==> src/rtl/lpr_pkg.sv <==
package lpr_pkg;

  // counter width able to hold values 0 .. limit-1
  function automatic int cnt_bits(input int limit);
    return (limit <= 2) ? 1 : $clog2(limit);
  endfunction

  // press condition from synchronized active-low buttons
  function automatic logic press_seen(input logic [1:0] btn_lvl, input bit dual);
    return dual ? (btn_lvl == 2'b00) : !btn_lvl[0];
  endfunction

endpackage

==> src/rtl/lpr_sync.sv <==
module lpr_sync #(
  parameter int   W       = 1,
  parameter logic RST_VAL = 1'b0
) (
  input  logic         clk,
  input  logic         rst_n,
  input  logic [W-1:0] d,
  output logic [W-1:0] q
);
  logic [W-1:0] meta;

  always_ff @(posedge clk or negedge rst_n) begin
    if (!rst_n) begin
      meta <= {W{RST_VAL}};
      q    <= {W{RST_VAL}};
    end else begin
      meta <= d;
      q    <= meta;
    end
  end
endmodule

==> src/rtl/lpr_press_det.sv <==
module lpr_press_det
  import lpr_pkg::*;
#(
  parameter int SETUP_CYC = 8,
  parameter bit DUAL_BTN  = 1'b1
) (
  input  logic       clk,
  input  logic       rst_n,
  input  logic [1:0] btn_s,
  output logic       pressed,
  output logic       armed,
  output logic       fire
);
  localparam int             CW   = cnt_bits(SETUP_CYC);
  localparam logic [CW-1:0]  LAST = CW'(SETUP_CYC - 1);

  logic [CW-1:0] cnt;

  assign pressed = press_seen(btn_s, DUAL_BTN);
  assign fire    = pressed && armed && (cnt == LAST);

  always_ff @(posedge clk or negedge rst_n) begin
    if (!rst_n) begin
      cnt   <= '0;
      armed <= 1'b1;
    end else if (!pressed) begin
      cnt   <= '0;
      armed <= 1'b1;
    end else if (armed) begin
      if (cnt == LAST) begin
        cnt   <= '0;
        armed <= 1'b0;
      end else begin
        cnt <= cnt + CW'(1);
      end
    end
  end


  fire_needs_hold_chk: assert property (@(posedge clk) disable iff (!rst_n)
    fire |-> (SETUP_CYC < 2) || $past(pressed));


  single_fire_chk: assert property (@(posedge clk) disable iff (!rst_n)
    fire |=> !fire);


  rearm_chk: assert property (@(posedge clk) disable iff (!rst_n)
    $rose(pressed) |-> armed);


  dual_both_chk: assert property (@(posedge clk) disable iff (!rst_n)
    fire |-> (!DUAL_BTN) || (btn_s == 2'b00));
endmodule

==> src/rtl/lpr_hold_timer.sv <==
module lpr_hold_timer
  import lpr_pkg::*;
#(
  parameter int HOLD_CYC = 5
) (
  input  logic clk,
  input  logic rst_n,
  input  logic fault,
  input  logic fire,
  output logic rst_q
);
  localparam int            CW   = cnt_bits(HOLD_CYC);
  localparam logic [CW-1:0] LAST = CW'(HOLD_CYC - 1);

  logic [CW-1:0] tmr;

  always_ff @(posedge clk or negedge rst_n) begin
    if (!rst_n) begin
      rst_q <= 1'b1;
      tmr   <= '0;
    end else if (fault || fire) begin
      rst_q <= 1'b1;
      tmr   <= '0;
    end else if (rst_q) begin
      if (tmr == LAST) begin
        rst_q <= 1'b0;
        tmr   <= '0;
      end else begin
        tmr <= tmr + CW'(1);
      end
    end
  end


  hold_len_chk: assert property (@(posedge clk) disable iff (!rst_n)
    $fell(rst_q) |-> ($past(tmr) == LAST));
endmodule

==> src/rtl/lpress_reset_ctrl.sv <==
module lpress_reset_ctrl #(
  parameter int NUM_SUPPLY = 2,
  parameter bit DUAL_BTN   = 1'b1,
  parameter int SETUP_CYC  = 672_000_000,
  parameter int HOLD_CYC   = 21_000_000
) (
  input  logic                  clk,
  input  logic                  rst_n,
  input  logic [NUM_SUPPLY-1:0] supply_ok_i,
  input  logic [1:0]            btn_n_i,
  output logic                  sys_rst_n_o
);
  logic [NUM_SUPPLY-1:0] sup_s;
  logic [1:0]            btn_s;
  logic                  supplies_good;
  logic                  fault;
  logic                  pressed;
  logic                  armed;
  logic                  fire;
  logic                  rst_q;

  for (genvar g = 0; g < NUM_SUPPLY; g++) begin : g_sup
    lpr_sync #(.W(1), .RST_VAL(1'b0)) u_sup_sync (
      .clk   (clk),
      .rst_n (rst_n),
      .d     (supply_ok_i[g]),
      .q     (sup_s[g])
    );
  end

  lpr_sync #(.W(2), .RST_VAL(1'b1)) u_btn_sync (
    .clk   (clk),
    .rst_n (rst_n),
    .d     (btn_n_i),
    .q     (btn_s)
  );

  assign supplies_good = &sup_s;
  assign fault         = !supplies_good;

  lpr_press_det #(.SETUP_CYC(SETUP_CYC), .DUAL_BTN(DUAL_BTN)) u_press (
    .clk     (clk),
    .rst_n   (rst_n),
    .btn_s   (btn_s),
    .pressed (pressed),
    .armed   (armed),
    .fire    (fire)
  );

  lpr_hold_timer #(.HOLD_CYC(HOLD_CYC)) u_hold (
    .clk   (clk),
    .rst_n (rst_n),
    .fault (fault),
    .fire  (fire),
    .rst_q (rst_q)
  );

  assign sys_rst_n_o = !rst_q;


  supply_drop_chk: assert property (@(posedge clk) disable iff (!rst_n)
    fault |=> !sys_rst_n_o);


  release_needs_good_chk: assert property (@(posedge clk) disable iff (!rst_n)
    $rose(sys_rst_n_o) |-> $past(supplies_good));


  fire_asserts_chk: assert property (@(posedge clk) disable iff (!rst_n)
    fire |=> !sys_rst_n_o);
endmodule

==> config.mk <==
export PLATFORM = sky130hd
export DESIGN_NAME = lpress_reset_ctrl
export DESIGN_NICKNAME = d
export VERILOG_FILES = /design/src/rtl/lpr_pkg.sv /design/src/rtl/lpr_sync.sv /design/src/rtl/lpr_press_det.sv /design/src/rtl/lpr_hold_timer.sv /design/src/rtl/lpress_reset_ctrl.sv
export SDC_FILE = /design/constraint.sdc
export NUM_CORES = 1
export LEC_CHECK = 0
export BUFFER_PORTS_ARGS = -buffer_cell sky130_fd_sc_hd__buf_2
export CORE_MARGIN = 2
export CORE_UTILIZATION = 45
export CTS_CLUSTER_SIZE = 24
export DETAILED_ROUTE_END_ITERATION = 6
export HOLD_SLACK_MARGIN = 0.08
export PLACE_DENSITY_LB_ADDON = 0.15
export REMOVE_ABC_BUFFERS = 1
export SLEW_MARGIN = 20
export SYNTH_ARGS = -nofsm -noshare
export SYNTH_HDL_FRONTEND = slang
export SYNTH_SLANG_ARGS = --single-unit
==> constraint.sdc <==
create_clock -name clk -period 5.14 [get_ports clk]
set_input_delay 0.257 -clock clk [delete_from_list [all_inputs] [get_ports clk]]
set_output_delay 0.257 -clock clk [all_outputs]
set_load 0.05 [all_outputs]
==> reports/qor.json, run 1 <==
{
  "fraction_of_layout_instances_using_a_drive_strength_above_1_pct": 9.55,
  "ys_seq_elements": 65,
  "chipHeight_um": 91.7,
  "cp_max_fo": 37,
  "worstPathCellList": "ha_1 > nand4_1 > or4_1 > o21bai_4 > nor2_1 > o21ai_0 > o41ai_1",
  "insertion_delay_to_the_later_sink_of_the_worst_skew_pair_ns": 0.35,
  "worst_r2r_endpoint": "u_press.cnt[9]$_DFFE_PN0P_",
  "clock_skew_ns": 0.0162,
  "cts_max_path_buffers": 2,
  "place_congestion": 0.928,
  "max_stage_delay_ns": 0.76,
  "dp_hpwl_um": 5190,
  "final-setup-viol-count": 0,
  "placement_rows": 31,
  "setup.reg_to_reg.worst_slack_ns": 2.23,
  "synthCells": 383,
  "fin_max_slew_vios": 0,
  "synth_flop_cell": "sky130_fd_sc_hd__dfrtp_1",
  "place.port_buffers": 6,
  "number_of_cts_inserted_buffers": 9,
  "type_of_destination_of_the_critical_path": "flop",
  "ys_types": 49,
  "yosysTopAreaCellShare_pct": 42.6,
  "commonest_cells_after_routing_fill_and_taps_aside": "59 x sky130_fd_sc_hd__dfrtp_1, 43 x sky130_fd_sc_hd__o21ai_0, 40 x sky130_fd_sc_hd__nand2_1",
  "nNetsFinal": 401,
  "pre_cts_setup_slack_ns": 2.27,
  "detail_route.drc_violations": 0,
  "dieArea_um2": 8420,
  "setup_repair_after_global_routing_missed_its_margin": "no",
  "layout.cells.most_common": "sky130_fd_sc_hd__dfrtp_1",
  "number_of_global_route_vias_before_repair": 2745,
  "power-per-cell-area_nw_per_um2": 252,
  "grt_max_degree": 66,
  "routed_wire_length_per_instance_um": 15.9,
  "floorplan.initialDensity_pct": 47.0,
  "first_pass_grt_wire_length_um": 13600,
  "netlist_area_um2": 3460,
  "worstSetupPathDepth": 7,
  "dr.pass1.iters": 5,
  "async_flop_share_pct": 100,
  "htree_levels": 3,
  "timing.slew.headroom_pct": 32.3,
  "post_drt_via_cell_ratio": 6.03,
  "min_period_over_period_pct": 56.6,
  "die_x_um": 91.7,
  "final.setup.tns_ns": 0,
  "worstSetupEndpoint": "u_press.cnt[9]$_DFFE_PN0P_",
  "worstSetupPathType": "flop to flop",
  "final.hold.worst_slack_ns": 0.0929,
  "p_leak_nw": 1.50,
  "timing_hold_violations_final": 0,
  "post_synth_main_area_contributors": "sky130_fd_sc_hd__dfrtp_1 43%, sky130_fd_sc_hd__o21ai_0 6.2%, sky130_fd_sc_hd__dfstp_2 4.6%",
  "grt_overflow_total": 0,
  "area.growth.synth_to_final_pct": 9.32,
  "critPathArrivalTime_ns": 3.09,
  "synth-edff-count": 0,
  "maxCapViolations": 0,
  "cts_setup_buffers": 0,
  "finalPower_mw": 0.953,
  "cts.sinks": 65,
  "cts_hold_buf": 4,
  "post_cts.resized_instances": 0,
  "hp-class": "primary input to asynchronous set/reset pin",
  "tightestPinTransition_ns": 1.01,
  "critPathRequiredTime_ns": 5.33,
  "seq_area_frac_synth_pct": 47.2,
  "vias": 2998,
  "drtAntennaViolNets": 0,
  "ff2ff_path_depth": 7,
  "critical_path.top_delay_family": "simple AND/OR/NAND/NOR gates",
  "buffering_stage_count_on_the_worst_path_with_inverters_included": 0,
  "critPathLaunchType": "flop",
  "min_period_ns": 2.91,
  "dpl.cell_count": 477,
  "status": "finished, final reports clean",
  "worst_setup_path_startpoint": "u_press.cnt[0]$_DFFE_PN0P_",
  "finish.cell_count_without_fillers": 497,
  "max_clock_freq_mhz": 344,
  "worst_ir_drop_vdd_mv": 0.167,
  "grt_use_total_pct": 20.0,
  "floorplan.io_pins": 7,
  "dr.first_iter.drc_count": 259,
  "area_of_the_core_region_um2": 7370,
  "worst_setup_hold_path_clk_slew_ns": 0.08,
  "post_synthesis_average_cell_area_um2": 9.05,
  "antenna-diode-count": 0,
  "synth.largest_area_cell": "sky130_fd_sc_hd__dfrtp_1",
  "routed_wl_um": 7920,
  "clock_tree_from_tritoncts": "done",
  "grt_antenna_before_repair": 0,
  "crit-reg2reg-launch": "u_press.cnt[0]$_DFFE_PN0P_",
  "final.setup.worst_slack_ns": 2.23,
  "yosys_warnings": 0,
  "clock_tree.root_cell": "sky130_fd_sc_hd__clkbuf_8",
  "timing.critical_path.slowest_stage_cell": "sky130_fd_sc_hd__or4_1"
}
state kept, by name (all words and copies together) (netlist names):
| register | flops |
|---|---|
| u_btn_sync.q | 2 |
| u_hold.tmr | 25 |
| u_hold.rst_q | 1 |
| u_press.cnt | 30 |
| g_sup.u_sup_sync.q | 2 |
| g_sup.u_sup_sync.meta | 2 |
| u_btn_sync.meta | 2 |
| u_press.armed | 1 |
stage by stage:
step                      util, %  cell area, um2
after floorplan                 -            3400
after global placement       48.5            3570
after detailed placement     48.5            3570
final                        51.4            3790
after global routing         51.4            3790
after CTS                    51.4            3790
worst register-to-register path, stage by stage (launching register included):
cell	delay, ns
sky130_fd_sc_hd__dfrtp_1	0.39
sky130_fd_sc_hd__ha_1	0.23
sky130_fd_sc_hd__nand4_1	0.23
sky130_fd_sc_hd__or4_1	0.76
sky130_fd_sc_hd__o21bai_4	0.75
sky130_fd_sc_hd__nor2_1	0.12
sky130_fd_sc_hd__o21ai_0	0.18
sky130_fd_sc_hd__o41ai_1	0.10
power by group:
group | switching [mW] | internal, mW
sequential | 0.00325 | 0.517
combinational | 0.0280 | 0.0128
clock | 0.192 | 0.200
cell usage after synthesis (10+ instances only):
master and number:
sky130_fd_sc_hd__nand4_1 17, sky130_fd_sc_hd__nor3_1 15, sky130_fd_sc_hd__nor2_1 24, sky130_fd_sc_hd__dfrtp_1 59
sky130_fd_sc_hd__a31oi_1 15, sky130_fd_sc_hd__or3_1 10, sky130_fd_sc_hd__nand3_1 25, sky130_fd_sc_hd__a21oi_1 19
sky130_fd_sc_hd__o31ai_1 10, sky130_fd_sc_hd__nand2_1 40, sky130_fd_sc_hd__o21ai_0 43
layout make-up:
cell class	instances	area [um2]
clock buffers	13	159
clock inverters	3	15.0
fillers	691	3580
inverters	9	33.8
multi-input cells	297	1740
flip-flops and latches	65	1630
well taps	99	124
repair buffers	11	77.6
cells by family (layout without fill, tap and decap cells):
| group | Yosys count | count (layout) | share of synthesized area [%] |
|---|---|---|---|
| xor gates and xnor gates | 6 | 6 | 1.52 |
| and+or+nand+nor | 177 | 177 | 27.3 |
| AOI/OAI and AO/OA | 110 | 110 | 19.9 |
| DFF | 65 | 65 | 47.2 |
| adders and majority gates | 2 | 2 | 0.722 |
| muxes | 2 | 2 | 0.578 |
| buffers and inverters | 21 | 36 | 2.82 |
worst min-delay path by stage:
stage / cells after the start / to / from
after floorplan: 0 / g_sup[0].u_sup_sync.meta$_DFF_PN0_ / rst_n
final: 2 / u_press.cnt[15]$_DFFE_PN0P_ / rst_n
after detailed placement: 0 / g_sup[1].u_sup_sync.q$_DFF_PN0_ / g_sup[1].u_sup_sync.meta$_DFF_PN0_
after global routing: 2 / u_press.cnt[13]$_DFFE_PN0P_ / rst_n
after global placement: 0 / g_sup[0].u_sup_sync.q$_DFF_PN0_ / g_sup[0].u_sup_sync.meta$_DFF_PN0_
after CTS: 2 / u_press.cnt[15]$_DFFE_PN0P_ / rst_n
layer usage:
metal  part of all wire (%)  track usage (%)
met1                     52             31.0
met2                     42             28.4
met3                    3.9             3.04
met4                    1.6             7.21
met5                      0                0
Power figures use the tool's default switching activity.
==> run 2: changes to the inputs <==
--- a/config.mk
+++ b/config.mk
@@ -5,6 +5,7 @@
 export SDC_FILE = /design/constraint.sdc
 export NUM_CORES = 1
 export LEC_CHECK = 0
+export ABC_AREA = 1
 export BUFFER_PORTS_ARGS = -buffer_cell sky130_fd_sc_hd__buf_2
 export CORE_MARGIN = 2
 export CORE_UTILIZATION = 45
==> constraint.sdc (replaced) <==
create_clock -name clk -period 2.4 [get_ports clk]
set_input_delay 0.12 -clock clk [delete_from_list [all_inputs] [get_ports clk]]
set_output_delay 0.12 -clock clk [all_outputs]
set_load 0.05 [all_outputs]
==> run 2 against run 1 <==
  * Clock skew is 0.0052 ns lower
  * Die area is 12% higher
  * Clock-buffer cell count is 4 lower
  * Cell area is 15% higher
  * Register-to-register slack worse by 1.9 ns
  * Sequential cell count stayed put
  * Routed wire length is 11% higher
  * Sequential share of layout area is 5.6 points lower
  * Critical path type unchanged
  * Non-clock buffer count is 6 higher
==> reports/qor.json, run 2 <==
{
  "chipHeight": {"value": 97.2, "unit": "um", "change": "+5.9%"},
  "number_of_global_route_vias_before_repair": {"value": 3384, "change": "+23%"},
  "pwr-share-comb": {"value": 2.9, "unit": "%", "change": "-1.4 points"},
  "regArea": {"value": 1630, "unit": "um2", "change": "unchanged"},
  "antenna-diode-count": {"value": 0, "change": "unchanged"},
  "dr.pass1.iters": {"value": 4, "change": "-1"},
  "max_clock_freq": {"value": 481, "unit": "MHz", "change": "+40%"},
  "p_leak": {"value": 2.06, "unit": "nW", "change": "+37%"},
  "area_occupied_by_multi_input_gates": {"value": 1980, "unit": "um2", "change": "+13%"},
  "seqPwrFrac": {"value": 45.6, "unit": "%", "change": "-9.0 points"},
  "worstSetupPathType": "flop to flop",
  "cts_setup_buffers": {"value": 0, "change": "unchanged"},
  "grt_use_total": {"value": 20.3, "unit": "%", "change": "+0.24 points"},
  "finish.instance_area": {"value": 4360, "unit": "um2", "change": "+15%"},
  "power-per-cell-area": {"value": 559, "unit": "nW/um2", "change": "+120%"},
  "top_register": "u_press.cnt",
  "dp_area": {"value": 4040, "unit": "um2", "change": "+13%"},
  "worst_r2r_endpoint": "u_hold.tmr[14]$_DFFE_PN0P_",
  "ff2ff_path_depth": {"value": 10, "change": "+3"},
  "tightestPinTransition": {"value": 0.916, "unit": "ns", "change": "-0.0923 ns"},
  "critPathArrivalTime": {"value": 2.37, "unit": "ns", "change": "-0.72 ns"},
  "fin_max_slew_vios": {"value": 0, "change": "unchanged"},
  "ys_types": {"value": 29, "change": "-41%"},
  "vias": {"value": 3471, "change": "+16%"},
  "grt_overflow_total": {"value": 0, "change": "unchanged"},
  "largest_register_ffs": {"value": 30, "change": "unchanged"},
  "final-setup-viol-count": {"value": 0, "change": "unchanged"},
  "timing.critical_path.slowest_stage_cell": "sky130_fd_sc_hd__nor2_2",
  "min_period_over_period": {"value": 86.6, "unit": "%", "change": "+30 points"},
  "status": "finished, final reports clean",
  "crit-reg2reg-launch": "u_press.cnt[0]$_DFFE_PN0P_",
  "fraction_of_layout_instances_using_a_drive_strength_above_1": {"value": 8.54, "unit": "%", "change": "-1.0 points"},
  "detail_route.drc_violations": {"value": 0, "change": "unchanged"},
  "clock_skew": {"value": 0.0110, "unit": "ns", "change": "-0.00519 ns"},
  "clock_tree.root_cell": "sky130_fd_sc_hd__clkbuf_8",
  "area_of_the_core_region": {"value": 8300, "unit": "um2", "change": "+13%"},
  "synth.largest_area_cell": "sky130_fd_sc_hd__dfrtp_1",
  "async_flop_share": {"value": 100, "unit": "%", "change": "unchanged"},
  "post_synthesis_average_cell_area": {"value": 7.05, "unit": "um2", "change": "-22%"},
  "seq_area_frac_synth": {"value": 41.8, "unit": "%", "change": "-5.3 points"},
  "routed_wl": {"value": 8780, "unit": "um", "change": "+11%"},
  "power.share.clock": {"value": 51.5, "unit": "%", "change": "+10 points"},
  "critPathLaunchType": "flop",
  "grt_antenna_before_repair": {"value": 0, "change": "unchanged"},
  "post_synth_main_area_contributors": "sky130_fd_sc_hd__dfrtp_1 38%, sky130_fd_sc_hd__nand2_1 19%, sky130_fd_sc_hd__nor2_1 6.5%",
  "setup.reg_to_reg.worst_slack": {"value": 0.32, "unit": "ns", "change": "-1.91 ns"},
  "timing_hold_violations_final": {"value": 0, "change": "unchanged"},
  "type_of_destination_of_the_critical_path": "flop",
  "yosysTopAreaCellShare": {"value": 37.8, "unit": "%", "change": "-4.8 points"},
  "netlist_area": {"value": 3910, "unit": "um2", "change": "+13%"},
  "post-synth-top-count-cell": "sky130_fd_sc_hd__nand2_1",
  "yosys_warnings": {"value": 0, "change": "unchanged"},
  "grt_max_degree": {"value": 35, "change": "-47%"},
  "place_congestion": {"value": 0.863, "change": "-7.0%"},
  "commonest_cells_after_routing_fill_and_taps_aside": "197 x sky130_fd_sc_hd__nand2_1, 68 x sky130_fd_sc_hd__nor2_1, 59 x sky130_fd_sc_hd__dfrtp_1",
  "post_drt_via_cell_ratio": {"value": 5.11, "change": "-15%"},
  "ys_seq_elements": {"value": 65, "change": "unchanged"},
  "synthCells": {"value": 554, "change": "+45%"},
  "drtAntennaViolNets": {"value": 0, "change": "unchanged"},
  "cts.sinks": {"value": 65, "change": "unchanged"},
  "synth_flop_cell": "sky130_fd_sc_hd__dfrtp_1",
  "synth.cells.most_frequent": "197 x sky130_fd_sc_hd__nand2_1, 68 x sky130_fd_sc_hd__nor2_1, 59 x sky130_fd_sc_hd__dfrtp_1",
  "dp_hpwl": {"value": 6130, "unit": "um", "change": "+18%"},
  "area.growth.synth_to_final_pct": 11.6,
  "intPower": {"value": 1.92, "unit": "mW", "change": "+160%"},
  "dieArea": {"value": 9440, "unit": "um2", "change": "+12%"},
  "layout.cells.most_common": "sky130_fd_sc_hd__nand2_1",
  "worst_ir_drop_vdd": {"value": 0.278, "unit": "mV", "change": "+66%"},
  "routed_wire_length_per_instance": {"value": 12.9, "unit": "um", "change": "-19%"},
  "final.setup.tns": {"value": 0, "unit": "ns", "change": "unchanged"},
  "cp_max_fo": {"value": 22, "change": "-41%"},
  "cts_max_path_buffers": {"value": 2, "change": "unchanged"},
  "nFillCells": {"value": 792, "change": "+15%"},
  "synth-edff-count": {"value": 0, "change": "unchanged"},
  "place.port_buffers": {"value": 6, "change": "unchanged"},
  "floorplan.initialDensity": {"value": 47.1, "unit": "%", "change": "+0.056 points"},
  "insertion_delay_to_the_later_sink_of_the_worst_skew_pair": {"value": 0.35, "unit": "ns", "change": "about the same"},
  "worst_setup_hold_path_clk_slew": {"value": 0.08, "unit": "ns", "change": "about the same"},
  "clock_tree_from_tritoncts": "done",
  "first_pass_grt_wire_length": {"value": 15700, "unit": "um", "change": "+15%"},
  "placement_rows": {"value": 33, "change": "+6.5%"},
  "power.net_switching": {"value": 0.514, "unit": "mW", "change": "+130%"},
  "maxCapViolations": {"value": 0, "change": "unchanged"},
  "hp-class": "primary input to asynchronous set/reset pin",
  "number_of_cts_inserted_buffers": {"value": 9, "change": "unchanged"},
  "die_x": {"value": 97.2, "unit": "um", "change": "+5.9%"},
  "netSwitchingFraction": {"value": 21.1, "unit": "%", "change": "-2.3 points"},
  "crit_path_top_cell_by_count": "sky130_fd_sc_hd__nand2_2",
  "min_period": {"value": 2.08, "unit": "ns", "change": "-0.828 ns"},
  "htree_levels": {"value": 3, "change": "unchanged"},
  "nNetsFinal": {"value": 577, "change": "+44%"},
  "reg_top3": "u_press.cnt x30, u_hold.tmr x25",
  "dr.first_iter.drc_count": {"value": 126, "change": "-51%"},
  "timing.slew.headroom": {"value": 38.9, "unit": "%", "change": "+6.6 points"},
  "max_stage_delay": {"value": 0.69, "unit": "ns", "change": "-0.07 ns"},
  "worstPathCellList": "ha_1 > nand2_2 > nor2_4 > nand2_2 > nor2_4 > nand3_4 > nand2_2 > nor2_2 > nand2_1 > nand2_1",
  "setup_repair_after_global_routing_missed_its_margin": "no",
  "floorplan.io_pins": {"value": 7, "change": "unchanged"},
  "critPathRequiredTime": {"value": 2.69, "unit": "ns", "change": "-2.64 ns"}
}
run 2: cell types whose count changed after synthesis, sizes merged, moves of 15 or more:
| cell | change |
|---|---|
| nand2 | +160 |
| nor2 | +50 |
| inv | +48 |
| o21ai | -29 |
| xor2 | +22 |
| a21oi | -18 |
| a31oi | -15 |
run 2: how the worst max path moves through the flow:
stage | depth (start not counted) | start | slack (ns) | end
6_report | 10 | u_press.cnt[0]$_DFFE_PN0P_ | 0.32 | u_hold.tmr[14]$_DFFE_PN0P_
5_1_grt | 10 | u_press.cnt[0]$_DFFE_PN0P_ | 0.1 | u_hold.tmr[20]$_DFFE_PN0P_
4_1_cts | 10 | u_press.cnt[0]$_DFFE_PN0P_ | 0.30 | u_hold.tmr[14]$_DFFE_PN0P_
3_5_place_dp | 10 | u_press.cnt[0]$_DFFE_PN0P_ | 0.29 | u_hold.tmr[14]$_DFFE_PN0P_
3_3_place_gp | 10 | u_press.cnt[0]$_DFFE_PN0P_ | 0.39 | u_hold.tmr[12]$_DFFE_PN0P_
2_1_floorplan | 4 | u_btn_sync.q[1]$_DFF_PN1_ | 0.35 | u_press.cnt[11]$_DFFE_PN0P_
run 2: timing repair:
action,4_1_cts,5_1_grt
hold endpoints to repair,63,0
hold buffers,5,0
gates resized for setup,0,0
run 2: power by group through the flow:
| stage | Clock [mW] | Sequential (mW) | Combinational [mW] |
|---|---|---|---|
| 2_1_floorplan | 0 | 1.13 | 0.0231 |
| 3_3_place_gp | 0 | 1.13 | 0.0655 |
| 3_5_place_dp | 0 | 1.13 | 0.0666 |
| 4_1_cts | 1.28 | 1.11 | 0.0725 |
| 5_1_grt | 1.32 | 1.11 | 0.0808 |
| 6_report | 1.25 | 1.11 | 0.0698 |
run 2: routing by layer:
metal,routed length (um),vias up,share of wire (%),track usage (%)
met2,4270,41,49,35.5
met1,4120,1630,47,24.8
met5,0,-,0,0
met3,193,15,2.2,3.31
li1,-,1785,-,-
met4,192,0,2.2,8.34
run 2: final cells by class:
cell class	instances	share of cell area [%]
timing repair buffer	17	2.87
sequential	65	37.5
inverter	59	5.08
clock buffer	9	2.84
tap	105	3.01
clock inverter	7	3.27
multi-input combinational	417	45.4
run 2: cell families after synthesis:
logic type / share of synthesized area (%)
simple gates: 39.4
fa+ha+maj: 0.641
xor+xnor: 6.73
buf+inv: 7.50
flops: 41.8
compound gates: 3.91
run 2: through the flow:
stage / setup slack (ns) / std cells / hold WS [ns] / power [mW] / utilization (%)
CTS: 0.302 / 679 / 0.340 / 2.46 / 52.5
finish: 0.322 / 679 / 0.324 / 2.44 / 52.5
floorplan: 0.350 / 541 / -0.176 / 1.16 / -
global route: 0.0993 / 679 / 0.355 / 2.52 / 52.5
global placement: 0.392 / 658 / 0.181 / 1.20 / 48.7
detailed placement: 0.293 / 658 / 0.184 / 1.20 / 48.7
run 2: critical path: cells and delay by family, from the launching register on:
kind | cells | cell delay (ns)
fa+ha+maj | 1 | 0.23
flops | 1 | 0.42
simple gates | 9 | 1.38
==> run 3: changes to the inputs <==
--- a/config.mk
+++ b/config.mk
@@ -5,7 +5,6 @@
 export SDC_FILE = /design/constraint.sdc
 export NUM_CORES = 1
 export LEC_CHECK = 0
-export ABC_AREA = 1
 export BUFFER_PORTS_ARGS = -buffer_cell sky130_fd_sc_hd__buf_2
 export CORE_MARGIN = 2
 export CORE_UTILIZATION = 45
==> run 3 against run 2 <==
  * Routed wire length up 0.49%
  * Critical endpoint is now u_hold.tmr[6]$_DFFE_PN0P_
  * Sequential share of layout area increased by 1.2 points
  * Critical path depth shrank 2
  * The run now ends with negative setup slack left
  * Utilization rose by 4.8 points
  * Sequential power is essentially flat
  * Register-to-register slack worse by 0.34 ns
  * Cell area down 3.1%
  * Setup slack got worse by 0.34 ns
  * Clock power shrank 25%
  * Non-clock buffer count increased by 32
  * Combinational power up 81%
  * Maximum frequency fell by 14%
==> reports/qor.json, run 3 (synthesized netlist as in run 1, its figures left out) <==
{
  "status": "finished, violations left",
  "violations_in_the_final_reports": "negative setup slack",
  "min_period_over_period": {"value": 101, "unit": "%", "change": "+14 points"},
  "clock_tree.root_cell": "sky130_fd_sc_hd__clkbuf_8",
  "commonest_cells_after_routing_fill_and_taps_aside": "59 x sky130_fd_sc_hd__dfrtp_1, 41 x sky130_fd_sc_hd__o21ai_0, 40 x sky130_fd_sc_hd__nand2_1",
  "nNetsFinal": {"value": 439, "change": "-24%"},
  "antenna-diode-count": {"value": 0, "change": "unchanged"},
  "finish.utilization": {"value": 57.3, "unit": "%", "change": "+4.8 points"},
  "cts_max_path_buffers": {"value": 2, "change": "unchanged"},
  "area.growth.synth_to_final_pct": 21.8,
  "post_drt_via_cell_ratio": {"value": 6.02, "change": "+18%"},
  "place_congestion": {"value": 0.871, "change": "+0.89%"},
  "worstSetupPathType": "flop to flop",
  "reg_top3": "u_press.cnt x30, u_hold.tmr x25",
  "insertion_delay_to_the_later_sink_of_the_worst_skew_pair": {"value": 0.34, "unit": "ns", "change": "about the same"},
  "grt_max_degree": {"value": 43, "change": "+23%"},
  "fraction_of_layout_instances_using_a_drive_strength_above_1": {"value": 19.5, "unit": "%", "change": "+11 points"},
  "dr.pass1.iters": {"value": 4, "change": "unchanged"},
  "largest_register_ffs": {"value": 30, "change": "unchanged"},
  "critPathLaunchType": "flop",
  "grt_overflow_total": {"value": 0, "change": "unchanged"},
  "area_of_the_core_region": {"value": 7370, "unit": "um2", "change": "-11%"},
  "timing_hold_violations_final": {"value": 0, "change": "unchanged"},
  "number_of_cts_inserted_buffers": {"value": 9, "change": "unchanged"},
  "drtAntennaViolNets": {"value": 0, "change": "unchanged"},
  "worst_setup_hold_path_clk_slew": {"value": 0.08, "unit": "ns", "change": "about the same"},
  "dieArea": {"value": 8420, "unit": "um2", "change": "-11%"},
  "clock_tree_from_tritoncts": "done",
  "routed_wire_length_per_instance": {"value": 16.5, "unit": "um", "change": "+28%"},
  "fin_max_slew_vios": {"value": 0, "change": "unchanged"},
  "final.setup.worst_slack": {"value": -0.0183, "unit": "ns", "change": "-0.340 ns"},
  "floorplan.io_pins": {"value": 7, "change": "unchanged"},
  "cp_max_fo": {"value": 6, "change": "-73%"},
  "top_register": "u_press.cnt",
  "p_leak": {"value": 1.73, "unit": "nW", "change": "-16%"},
  "place.port_buffers": {"value": 6, "change": "unchanged"},
  "final-setup-viol-count": {"value": 2, "change": "+2"},
  "type_of_destination_of_the_critical_path": "flop",
  "placement_rows": {"value": 31, "change": "-6.1%"},
  "final.setup.tns": {"value": -0.0188, "unit": "ns", "change": "-0.0188 ns"},
  "dr.first_iter.drc_count": {"value": 234, "change": "+86%"},
  "detail_route.drc_violations": {"value": 0, "change": "unchanged"},
  "routed_wl": {"value": 8830, "unit": "um", "change": "+0.49%"},
  "power-per-cell-area": {"value": 514, "unit": "nW/um2", "change": "-8.0%"},
  "grt_use_total": {"value": 22.2, "unit": "%", "change": "+1.9 points"},
  "tightestPinTransition": {"value": 0.600, "unit": "ns", "change": "-0.316 ns"},
  "hp-class": "primary input to asynchronous set/reset pin",
  "min_period": {"value": 2.42, "unit": "ns", "change": "+0.340 ns"},
  "floorplan.initialDensity": {"value": 47.0, "unit": "%", "change": "-0.056 points"},
  "worst_ir_drop_vdd": {"value": 0.401, "unit": "mV", "change": "+44%"},
  "dp_hpwl": {"value": 5860, "unit": "um", "change": "-4.3%"},
  "clock_skew": {"value": 0.0164, "unit": "ns", "change": "+0.00541 ns"},
  "critPathRequiredTime": {"value": 2.61, "unit": "ns", "change": "-0.08 ns"},
  "first_pass_grt_wire_length": {"value": 14900, "unit": "um", "change": "-5.2%"},
  "chipHeight": {"value": 91.7, "unit": "um", "change": "-5.6%"},
  "number_of_global_route_vias_before_repair": {"value": 2949, "change": "-13%"},
  "htree_levels": {"value": 3, "change": "unchanged"},
  "timing.slew.headroom": {"value": 60.0, "unit": "%", "change": "+21 points"},
  "cts.sinks": {"value": 65, "change": "unchanged"},
  "critPathArrivalTime": {"value": 2.63, "unit": "ns", "change": "+0.26 ns"},
  "maxCapViolations": {"value": 0, "change": "unchanged"},
  "max_clock_freq": {"value": 414, "unit": "MHz", "change": "-14%"},
  "die_x": {"value": 91.7, "unit": "um", "change": "-5.6%"},
  "grt_antenna_before_repair": {"value": 0, "change": "unchanged"},
  "layout.cells.most_common": "sky130_fd_sc_hd__dfrtp_1",
  "setup_repair_after_global_routing_missed_its_margin": "yes",
  "worst_setup_path_startpoint": "u_hold.tmr[16]$_DFFE_PN0P_",
  "vias": {"value": 3220, "change": "-7.2%"},
  "crit-reg2reg-launch": "u_hold.tmr[16]$_DFFE_PN0P_"
}
run 3: timing repair:
action	CTS	global route
gates resized for setup	0	19
endpoints found under the hold margin	27	0
hold buffers	5	0
setup buffers	0	5
setup endpoints to repair	0	33
run 3: metal layers:
layer | up-vias | part of all wire (%) | track usage (%)
li1 | 1545 | - | -
met1 | 1567 | 50 | 35.4
met2 | 99 | 43 | 29.4
met3 | 9 | 5.8 | 4.27
met4 | 0 | 1.2 | 7.96
met5 | - | 0 | 0
run 3: power by group:
part,internal (mW),switching (mW),leakage [nW]
sequential,1.11,0.00588,0.876
clock,0.505,0.427,0.0953
combinational,0.0539,0.0722,0.757
run 3: cell type report:
| class | count | area [um2] |
|---|---|---|
| Fill cell | 656 | 3150 |
| Multi-Input combinational cell | 297 | 1800 |
| Sequential cell | 65 | 1630 |
| Timing Repair Buffer | 49 | 435 |
| Clock buffer | 11 | 141 |
| Tap cell | 99 | 124 |
| Clock inverter | 5 | 55.1 |
| Inverter | 9 | 33.8 |
run 3: per-stage QoR:
stage	hold WS (ns)	cells	setup WS [ns]	area (um2)	power, mW
final	0.314	535	-0.0183	4220	2.17
after global routing	0.359	535	-0.0656	4220	2.26
after CTS	0.334	530	0.0158	4090	2.18
after detailed placement	0.167	509	0.0232	3840	1.24
after global placement	0.159	509	0.0747	3840	1.23
after floorplan	-0.176	371	-0.0616	3400	1.18
run 3: worst paths after layout:
kind                                                        end  slack, ns  depth (start not counted)
min in group clk                g_sup[0].u_sup_sync.q$_DFF_PN0_       0.35                          0
worst max-delay path                  u_hold.tmr[6]$_DFFE_PN0P_      -0.02                          8
worst max register to register        u_hold.tmr[6]$_DFFE_PN0P_      -0.02                          8
max in group asynchronous                u_hold.rst_q$_DFF_PN1_       1.39                          3
worst min-delay path                u_press.cnt[16]$_DFFE_PN0P_       0.31                          2
worst min register to register  g_sup[0].u_sup_sync.q$_DFF_PN0_       0.35                          0
run 3: critical path, cell delays in order, from the launching register on:
cell                       delay (ns)
sky130_fd_sc_hd__dfrtp_1         0.40
sky130_fd_sc_hd__or4b_1          0.52
sky130_fd_sc_hd__or4_4           0.44
sky130_fd_sc_hd__o311ai_4        0.37
sky130_fd_sc_hd__nor2_4          0.12
sky130_fd_sc_hd__buf_6           0.15
sky130_fd_sc_hd__buf_6           0.11
sky130_fd_sc_hd__a31oi_4         0.14
sky130_fd_sc_hd__a31oi_1         0.05
